**src/rtl/insn_framer.sv**
```systemverilog
module insn_framer #(
  parameter int AW = 24,
  parameter int DW = 32
) (
  input  logic          clk,
  input  logic          rst_n,
  input  logic          in_valid,
  input  logic [7:0]    in_byte,
  output logic          in_ready,
  output logic [3:0]    rf_addr_x,
  input  logic [DW-1:0] rf_data_x,
  output logic [3:0]    rf_addr_a,
  input  logic [DW-1:0] rf_data_a,
  output logic [3:0]    rf_addr_b,
  input  logic [DW-1:0] rf_data_b,
  output logic          out_valid,
  input  logic          out_ready,
  output logic [2:0]    out_fmt,
  output logic [2:0]    out_len,
  output logic [15:0]   out_op,
  output logic [3:0]    out_r1,
  output logic [3:0]    out_r2,
  output logic [7:0]    out_imm,
  output logic [3:0]    out_base_a,
  output logic [11:0]   out_disp_a,
  output logic [3:0]    out_base_b,
  output logic [11:0]   out_disp_b,
  output logic [AW-1:0] out_ea_a,
  output logic [AW-1:0] out_ea_b
);
  localparam int NB = 6;
  localparam int CW = $clog2(NB + 1);
  localparam logic [2:0] F_RR = 3'd0, F_RX = 3'd1, F_RS = 3'd2,
                         F_SI = 3'd3, F_SS = 3'd4, F_S  = 3'd5;

  logic [7:0]    bytes_q [NB];
  logic [CW-1:0] cnt_q;
  logic [2:0]    len_w, fmt_w;
  logic          complete, xfer, in_fire;
  logic          has_reg, has_imm, has_a, has_b;
  logic [AW-1:0] bval_a, bval_b, xval, ea_a_w, ea_b_w;

  wire [7:0] op0 = bytes_q[0];

  always_comb begin
    case (op0[7:6])
      2'b00:   len_w = 3'd2;
      2'b11:   len_w = 3'd6;
      default: len_w = 3'd4;
    endcase
  end

  always_comb begin
    case (op0[7:6])
      2'b00: fmt_w = F_RR;
      2'b01: fmt_w = F_RX;
      2'b11: fmt_w = F_SS;
      default:
        if (op0 == 8'hB2)                                fmt_w = F_S;
        else if (op0[5:4] == 2'b00 || op0[5:3] == 3'b011) fmt_w = F_RS;
        else                                             fmt_w = F_SI;
    endcase
  end

  assign complete = ({{(CW-3){1'b0}}, len_w} == cnt_q);
  assign xfer     = complete && (!out_valid || out_ready);
  assign in_ready = !complete || xfer;
  assign in_fire  = in_valid && in_ready;

  assign has_reg = (fmt_w == F_RR) || (fmt_w == F_RX) || (fmt_w == F_RS);
  assign has_imm = (fmt_w == F_SI) || (fmt_w == F_SS);
  assign has_a   = (fmt_w != F_RR);
  assign has_b   = (fmt_w == F_SS);

  assign rf_addr_x = bytes_q[1][3:0];
  assign rf_addr_a = bytes_q[2][7:4];
  assign rf_addr_b = bytes_q[4][7:4];

  assign xval   = (fmt_w == F_RX && rf_addr_x != 4'd0) ? rf_data_x[AW-1:0] : '0;
  assign bval_a = (rf_addr_a != 4'd0) ? rf_data_a[AW-1:0] : '0;
  assign bval_b = (rf_addr_b != 4'd0) ? rf_data_b[AW-1:0] : '0;
  assign ea_a_w = {{(AW-12){1'b0}}, bytes_q[2][3:0], bytes_q[3]} + bval_a + xval;
  assign ea_b_w = {{(AW-12){1'b0}}, bytes_q[4][3:0], bytes_q[5]} + bval_b;

  always_ff @(posedge clk or negedge rst_n) begin
    if (!rst_n) begin
      cnt_q <= '0;
      for (int i = 0; i < NB; i++) bytes_q[i] <= '0;
    end else if (xfer) begin
      cnt_q <= in_fire ? CW'(1) : '0;
      if (in_fire) bytes_q[0] <= in_byte;
    end else if (in_fire) begin
      bytes_q[cnt_q] <= in_byte;
      cnt_q <= cnt_q + CW'(1);
    end
  end

  always_ff @(posedge clk or negedge rst_n) begin
    if (!rst_n) begin
      out_valid  <= 1'b0;
      out_fmt    <= '0;
      out_len    <= '0;
      out_op     <= '0;
      out_r1     <= '0;
      out_r2     <= '0;
      out_imm    <= '0;
      out_base_a <= '0;
      out_disp_a <= '0;
      out_base_b <= '0;
      out_disp_b <= '0;
      out_ea_a   <= '0;
      out_ea_b   <= '0;
    end else if (xfer) begin
      out_valid  <= 1'b1;
      out_fmt    <= fmt_w;
      out_len    <= len_w;
      out_op     <= (fmt_w == F_S) ? {op0, bytes_q[1]} : {8'h00, op0};
      out_r1     <= has_reg ? bytes_q[1][7:4] : 4'd0;
      out_r2     <= has_reg ? bytes_q[1][3:0] : 4'd0;
      out_imm    <= has_imm ? bytes_q[1] : 8'd0;
      out_base_a <= has_a ? rf_addr_a : 4'd0;
      out_disp_a <= has_a ? {bytes_q[2][3:0], bytes_q[3]} : 12'd0;
      out_ea_a   <= has_a ? ea_a_w : '0;
      out_base_b <= has_b ? rf_addr_b : 4'd0;
      out_disp_b <= has_b ? {bytes_q[4][3:0], bytes_q[5]} : 12'd0;
      out_ea_b   <= has_b ? ea_b_w : '0;
    end else if (out_ready) begin
      out_valid  <= 1'b0;
    end
  end
endmodule


```
**config.mk**
```make
export PLATFORM = sky130hd
export DESIGN_NAME = insn_framer
export DESIGN_NICKNAME = d
export VERILOG_FILES = /design/src/rtl/insn_framer.sv
export SDC_FILE = /design/constraint.sdc
export NUM_CORES = 1
export LEC_CHECK = 0
export BUFFER_PORTS_ARGS = -buffer_cell sky130_fd_sc_hd__buf_2
export CORE_MARGIN = 4
export CORE_UTILIZATION = 50
export DETAILED_ROUTE_END_ITERATION = 8
export PLACE_DENSITY = 0.74
export SLEW_MARGIN = 20
export SYNTH_ARGS = -nofsm -noshare
export SYNTH_HDL_FRONTEND = slang
export SYNTH_SLANG_ARGS = --single-unit
```
**constraint.sdc**
```tcl
create_clock -name clk -period 8.4 [get_ports clk]
set_input_delay 1.68 -clock clk [delete_from_list [all_inputs] [get_ports clk]]
set_output_delay 1.68 -clock clk [all_outputs]
set_load 0.05 [all_outputs]
```
==> flow_metrics.tcl, run 1 <==
set metrics [dict create \
    status "finished, final reports clean" \
    clock_sinks 169 \
    wl_per_cell_um 18.0 \
    dr.first_iter.drc_count 524 \
    cts_buffers 17 \
    cts_resized 0 \
    crit_chain "inv_1 -> ha_1 -> o41a_1 -> and2_1 -> fa_1 -> ha_1 -> fa_1 -> a21oi_1 -> o22ai_1 -> o21a_1 -> and4_1 -> or3_1 -> a32o_1" \
    io_buffer_count 214 \
    grt_pass1_wl_um 40900 \
    yosys_warnings 0 \
    cts_root_buf "clkbuf_16" \
    ant_nets 0 \
    crit_fanout 24 \
    synth-seq-cells 169 \
    relSlewSlack_pct 31.3 \
    die_h_um 146 \
    synthDistinctLibCells 60 \
    grtUsageTotal_pct 23.6 \
    max_stage_delay_ns 0.71 \
    crit_arrival_ns 4.77 \
    setup_viol 0 \
    die-area_um2 21400 \
    routed_wl_um 25100 \
    setup_tns_ns 0 \
    die_x_um 146 \
    async_flop_share_pct 100 \
    dpl.hpwl_um 18500 \
    cp-startpoint "op0[7]" \
    vias_per_cell 5.64 \
    gp_congestion 0.878 \
    final_common_cell "buf_2" \
    h-tree-depth 4 \
    yosysSeqAreaShare_pct 44.3 \
    overflow 0 \
    endpoint_kind "register" \
    fmax_ghz 0.225 \
    cp_slowest_cell "o41a_1" \
    synth.net_count 1141 \
    period_share_pct 53.0 \
    drcViolationCount 0 \
    synth_cells 967 \
    num_vias 7865 \
    diodes 0 \
    holdWs_ns 0.460 \
    hold_start "out_r2[1]" \
    grt_pass1_vias 7641 \
    clk_latency_ns 0.43 \
    cts_tree "yes" \
    syn_to_final_growth_pct 18.2 \
    maxSlewViolCount 0 \
    first_pass_iters 5 \
    period_needed_ns 4.45 \
    required_ns 8.72 \
    postCtsHoldBufs 0 \
    yosys_most_used_dff "dfrtp_1" \
    place_area_um2 10700 \
    timing_worst_setup_path_type "register to register" \
    start_util_pct 50.9 \
    io_pins 240 \
    cts.clk_slew.worst_paths_ns 0.07 \
    reg2reg_from "op0[7]" \
    nNetsFinal 1321 \
    fin_area_um2 11300 \
    rsz0062_at_grt "no" \
    core_area_um2 18800 \
    seq_area_um2 4230 \
    cap_violations 0 \
    grt_max_degree 70 \
    cp-start-kind "register" \
    grt_antenna_before_repair 0 \
    worst_slew_pin_slew_ns 1.03 \
    hold_viol_final 0 \
    clk_path_buf_depth 2 \
    rows 50 \
    multi_input_area_um2 5000 \
    skew_ns 0.0160 \
    hp-class "register to register" \
    fill_cells 1664 \
    final_cell_mix "buf_2 (213), dfrtp_1 (169), nand2_1 (152)" \
    cts_setup_buffers 0 \
    final_layout_size_suffix_gt1_share_pct 26.8 \
    synth_area_um2 9550 \
    avgSynthCellArea_um2 9.88 \
    synth_edf_count 0 \
]
logic make-up (layout without fill, tap and decap cells):
family,after synthesis,after routing,share of synthesized area [%]
AO/OA/AOI/OAI,219,219,14.6
XOR/XNOR,34,34,3.12
adder cells (fa/ha/maj),66,66,9.74
buffers and inverters,75,268,3.52
flip-flops,169,169,44.3
multiplexers,56,56,6.50
other,1,1,0.0393
AND/OR/NAND/NOR,347,347,18.2
layer usage:
layer	vias up	share of wire, %	wire (µm)	global-route usage (%)
met2	260	47	11900	37.9
met1	3816	45	11400	33.2
met4	0	1.6	391	6.44
li1	3764	-	-	-
met3	25	5.8	1460	4.44
met5	-	0	0	0
area by class of cell:
cell class | instances | area share (%)
flip-flops and latches | 169 | 37.5
clock inverters | 14 | 1.31
inverters | 16 | 0.532
multi-input cells | 723 | 44.3
repair buffers | 220 | 9.94
clock buffers | 18 | 3.89
well taps | 234 | 2.59
cell usage after synthesis, types with 3 or more instances:
cell type  instances  area share (%)
a32o_1             6            0.63
nor2b_1           26             1.7
o211ai_1           8            0.63
a22o_1            18             1.7
o31ai_1            6            0.47
a21o_1            14             1.1
and2_1            39             2.6
a31oi_1           10            0.65
nand4_1           14            0.92
xnor2_1           15             1.4
mux2i_1            8            0.84
o2111ai_1          3            0.28
dfrtp_1          169              44
or4_1              3            0.24
nand3_1           25             1.3
nor2_1            21            0.83
a211oi_1           6            0.47
inv_1             16            0.63
o21a_1             3            0.24
xor2_1            19             1.7
nor4_1             4            0.26
and3_1             8            0.52
and4_1             3            0.28
o21ai_0           95             5.0
fa_1              14             2.9
mux2_2            48             5.7
a21oi_1           28             1.5
o41ai_1            3            0.28
clkbuf_1          43             1.7
ha_1              52             6.8
nand2b_1          27             1.8
buf_4             14             1.1
nand2_1          152             6.0
or3_1              9            0.59
nor3_1             5            0.26
state kept, by name, summed over array words and instances (netlist names), 4 cells and up:
signal / cells
bytes_q: 28
rf_addr_b: 4
out_ea_b: 24
out_base_b: 4
op0: 8
out_ea_a: 24
rf_addr_x: 4
out_r2: 4
out_r1: 4
rf_addr_a: 4
out_base_a: 4
out_op: 16
out_disp_a: 12
out_disp_b: 12
out_imm: 8
worst max-delay path: cells and delay by family, from the launching register on:
kind            cells  cell delay (ns)
buf+inv             1             0.16
flops               1             0.47
fa+ha+maj           4             1.24
simple gates        3             0.81
compound gates      5             1.66
through the flow:
stage | utilization [%] | setup WS, ns | cells
CTS | 60.1 | 3.96 | 1394
global placement | 57.0 | 3.80 | 1362
detailed placement | 57.0 | 3.73 | 1362
floorplan | - | 4.09 | 967
global route | 60.1 | 3.63 | 1394
finish | 60.1 | 3.95 | 1394
final timing paths:
path	end	slack [ns]	depth (start not counted)
min	out_r2[1]	0.46	2
min in group asynchronous	out_r2[0]	1.17	1
max reg2reg	out_ea_a[21]	3.95	13
min reg2reg	out_r2[1]	0.46	2
max in group asynchronous	out_imm[0]	5.99	2
max	out_ea_a[21]	3.95	13
Power of run 1 is not shown: default switching activity piles up to over one toggle a cycle in this logic, so the estimate is an artifact.
==> inputs of run 2 (changes only) <==
--- a/config.mk
+++ b/config.mk
@@ -7,9 +7,9 @@
 export LEC_CHECK = 0
 export BUFFER_PORTS_ARGS = -buffer_cell sky130_fd_sc_hd__buf_2
 export CORE_MARGIN = 4
-export CORE_UTILIZATION = 50
+export CORE_UTILIZATION = 49
 export DETAILED_ROUTE_END_ITERATION = 8
-export PLACE_DENSITY = 0.74
+export PLACE_DENSITY = 0.75
 export SLEW_MARGIN = 20
 export SYNTH_ARGS = -nofsm -noshare
 export SYNTH_HDL_FRONTEND = slang
==> constraint.sdc (replaced) <==
create_clock -name clk -period 4 [get_ports clk]
set_input_delay 0.8 -clock clk [delete_from_list [all_inputs] [get_ports clk]]
set_output_delay 0.8 -clock clk [all_outputs]
set_load 0.05 [all_outputs]
==> flow_metrics.tcl, run 2 (same netlist as run 1, synthesis figures left out) <==
set metrics [dict create \
    first_pass_iters 8 \
    final_layout_size_suffix_gt1_share_pct 28.0 \
    reg.largest.list "bytes_q x28, out_ea_a x24, out_ea_b x24" \
    p_per_area_nw_per_um2 1010 \
    start_util_pct 50.4 \
    fmax_ghz 0.263 \
    h-tree-depth 4 \
    cp.depth 13 \
    path_delay_family "adder cells" \
    timing_worst_setup_path_type "register to register" \
    overflow 0 \
    crit_buf_inv 2 \
    setup_tns_ns 0 \
    io_buffer_count 214 \
    drcViolationCount 0 \
    endpoint_kind "register" \
    period_share_pct 95.1 \
    rows 50 \
    cts.clk_slew.worst_paths_ns 0.07 \
    nNetsFinal 1335 \
    cts_buffers 17 \
    grtUsageTotal_pct 23.5 \
    final_common_cell "buf_2" \
    dr.first_iter.drc_count 344 \
    grt_antenna_before_repair 1 \
    r2r_cells 13 \
    io_pins 240 \
    maxSlewViolCount 0 \
    largest_reg_flops 28 \
    vias_per_cell 5.51 \
    hp-class "primary input to async pin" \
    clock_sinks 169 \
    p_leak_nw 5.74 \
    required_ns 4.32 \
    postCtsHoldBufs 0 \
    cap_violations 0 \
    worst_slew_pin_slew_ns 1.08 \
    gp_congestion 0.901 \
    total_power_mw 11.6 \
    wl_per_cell_um 17.8 \
    crit_fanout 11 \
    core_area_um2 19000 \
    num_vias 7906 \
    grt_max_degree 177 \
    cp-start-kind "register" \
    cts_tree "yes" \
    diodes 0 \
    clk_path_buf_depth 2 \
    final_cell_mix "buf_2 (214), dfrtp_1 (169), nand2_1 (152)" \
    cts_root_buf "clkbuf_16" \
    largest_register "bytes_q" \
    dpl.hpwl_um 18700 \
    syn_to_final_growth_pct 19.9 \
    period_needed_ns 3.80 \
    die_h_um 148 \
    vdd_drop_max_mv 0.516 \
    crit_arrival_ns 4.12 \
    setup_viol 0 \
    status "finished, final reports clean" \
    rsz0062_at_grt "no" \
    clk_latency_ns 0.43 \
    cpMostUsedCell "fa_1" \
    relSlewSlack_pct 27.8 \
    crit_chain "inv_2 -> ha_1 -> o41a_1 -> buf_6 -> and2_1 -> fa_1 -> fa_1 -> a21oi_2 -> o22ai_1 -> o21a_2 -> and4_1 -> or3_1 -> a32o_1" \
    grt_pass1_wl_um 41100 \
    max_stage_delay_ns 0.49 \
    skew_ns 0.0102 \
    grt_pass1_vias 7708 \
    routed_wl_um 25600 \
    die-area_um2 21800 \
    hold_viol_final 0 \
    ant_nets 0 \
    die_x_um 148 \
    cp_slowest_cell "fa_1" \
]
run 2: cell count changes in the layout (fill, tap and decap cells not counted), moves of 2 or more:
cell and delta:
clkinv_4 +5, inv_6 -2, inv_8 -3, clkinv_2 -2, clkbuf_1 +2, buf_12 +3
buf_4 +9
run 2: timing repair:
| action | CTS | global route |
|---|---|---|
| resized for setup | 0 | 7 |
| setup buffers | 0 | 1 |
| setup endpoints to repair | 0 | 8 |
run 2: metrics by stage:
| stage | hold slack (ns) | instance area (µm²) | setup slack [ns] | std cells | util [%] |
|---|---|---|---|---|---|
| CTS | 0.467 | 11400 | 0.0343 | 1432 | 60.2 |
| detailed placement | 0.451 | 10900 | 0.0763 | 1400 | 57.3 |
| global placement | 0.446 | 10900 | 0.208 | 1400 | 57.3 |
| floorplan | 0.496 | 9550 | 0.234 | 967 | - |
| global route | 0.490 | 11500 | 0.0163 | 1434 | 60.4 |
| finish | 0.446 | 11500 | 0.196 | 1434 | 60.4 |
run 2: path summary, 6_finish.rpt:
| check | start | slack, ns | endpoint |
|---|---|---|---|
| max reg2reg | op0[7] | 0.20 | out_ea_a[21] |
| min | rst_n | 0.45 | out_imm[1] |
| max in group asynchronous | rst_n | 2.63 | out_disp_b[0] |
| max | op0[7] | 0.20 | out_ea_a[21] |
| min reg2reg | out_r2[1] | 0.46 | out_r2[1] |
| min in group clk | out_r2[1] | 0.46 | out_r2[1] |
run 2: layer usage:
layer	vias up	part of all wire [%]	global-route usage, %	routed length, µm
met2	261	47	37.3	11900
met4	2	1.5	5.82	382
met5	-	0.027	0	7
met1	3835	45	32.8	11600
met3	30	6.7	5.43	1720
li1	3778	-	-	-
run 2: final cells by class:
cell class                      instances  area [µm²]
Fill cell                            1691        7500
Multi-Input combinational cell        723        5020
Sequential cell                       169        4230
Timing Repair Buffer                  234        1270
Clock buffer                           20         447
Tap cell                              260         325
Clock inverter                         12         108
Inverter                               16        60.1
run 2: where the power goes:
part           internal (mW)  switching (mW)  total [mW]
Sequential              2.44           0.561        3.01
Clock                  0.830           0.733        1.56
Combinational           2.27            4.74        7.01
run 2: worst register-to-register path, cell delays in order, from the launching register on:
cell and delay (ns):
dfrtp_1 0.40, inv_2 0.10, ha_1 0.20, o41a_1 0.30, buf_6 0.18, and2_1 0.15
fa_1 0.47, fa_1 0.50, a21oi_2 0.19, o22ai_1 0.13, o21a_2 0.29, and4_1 0.23
or3_1 0.31, a32o_1 0.25
No activity file was read; power rests on OpenSTA's default activity.
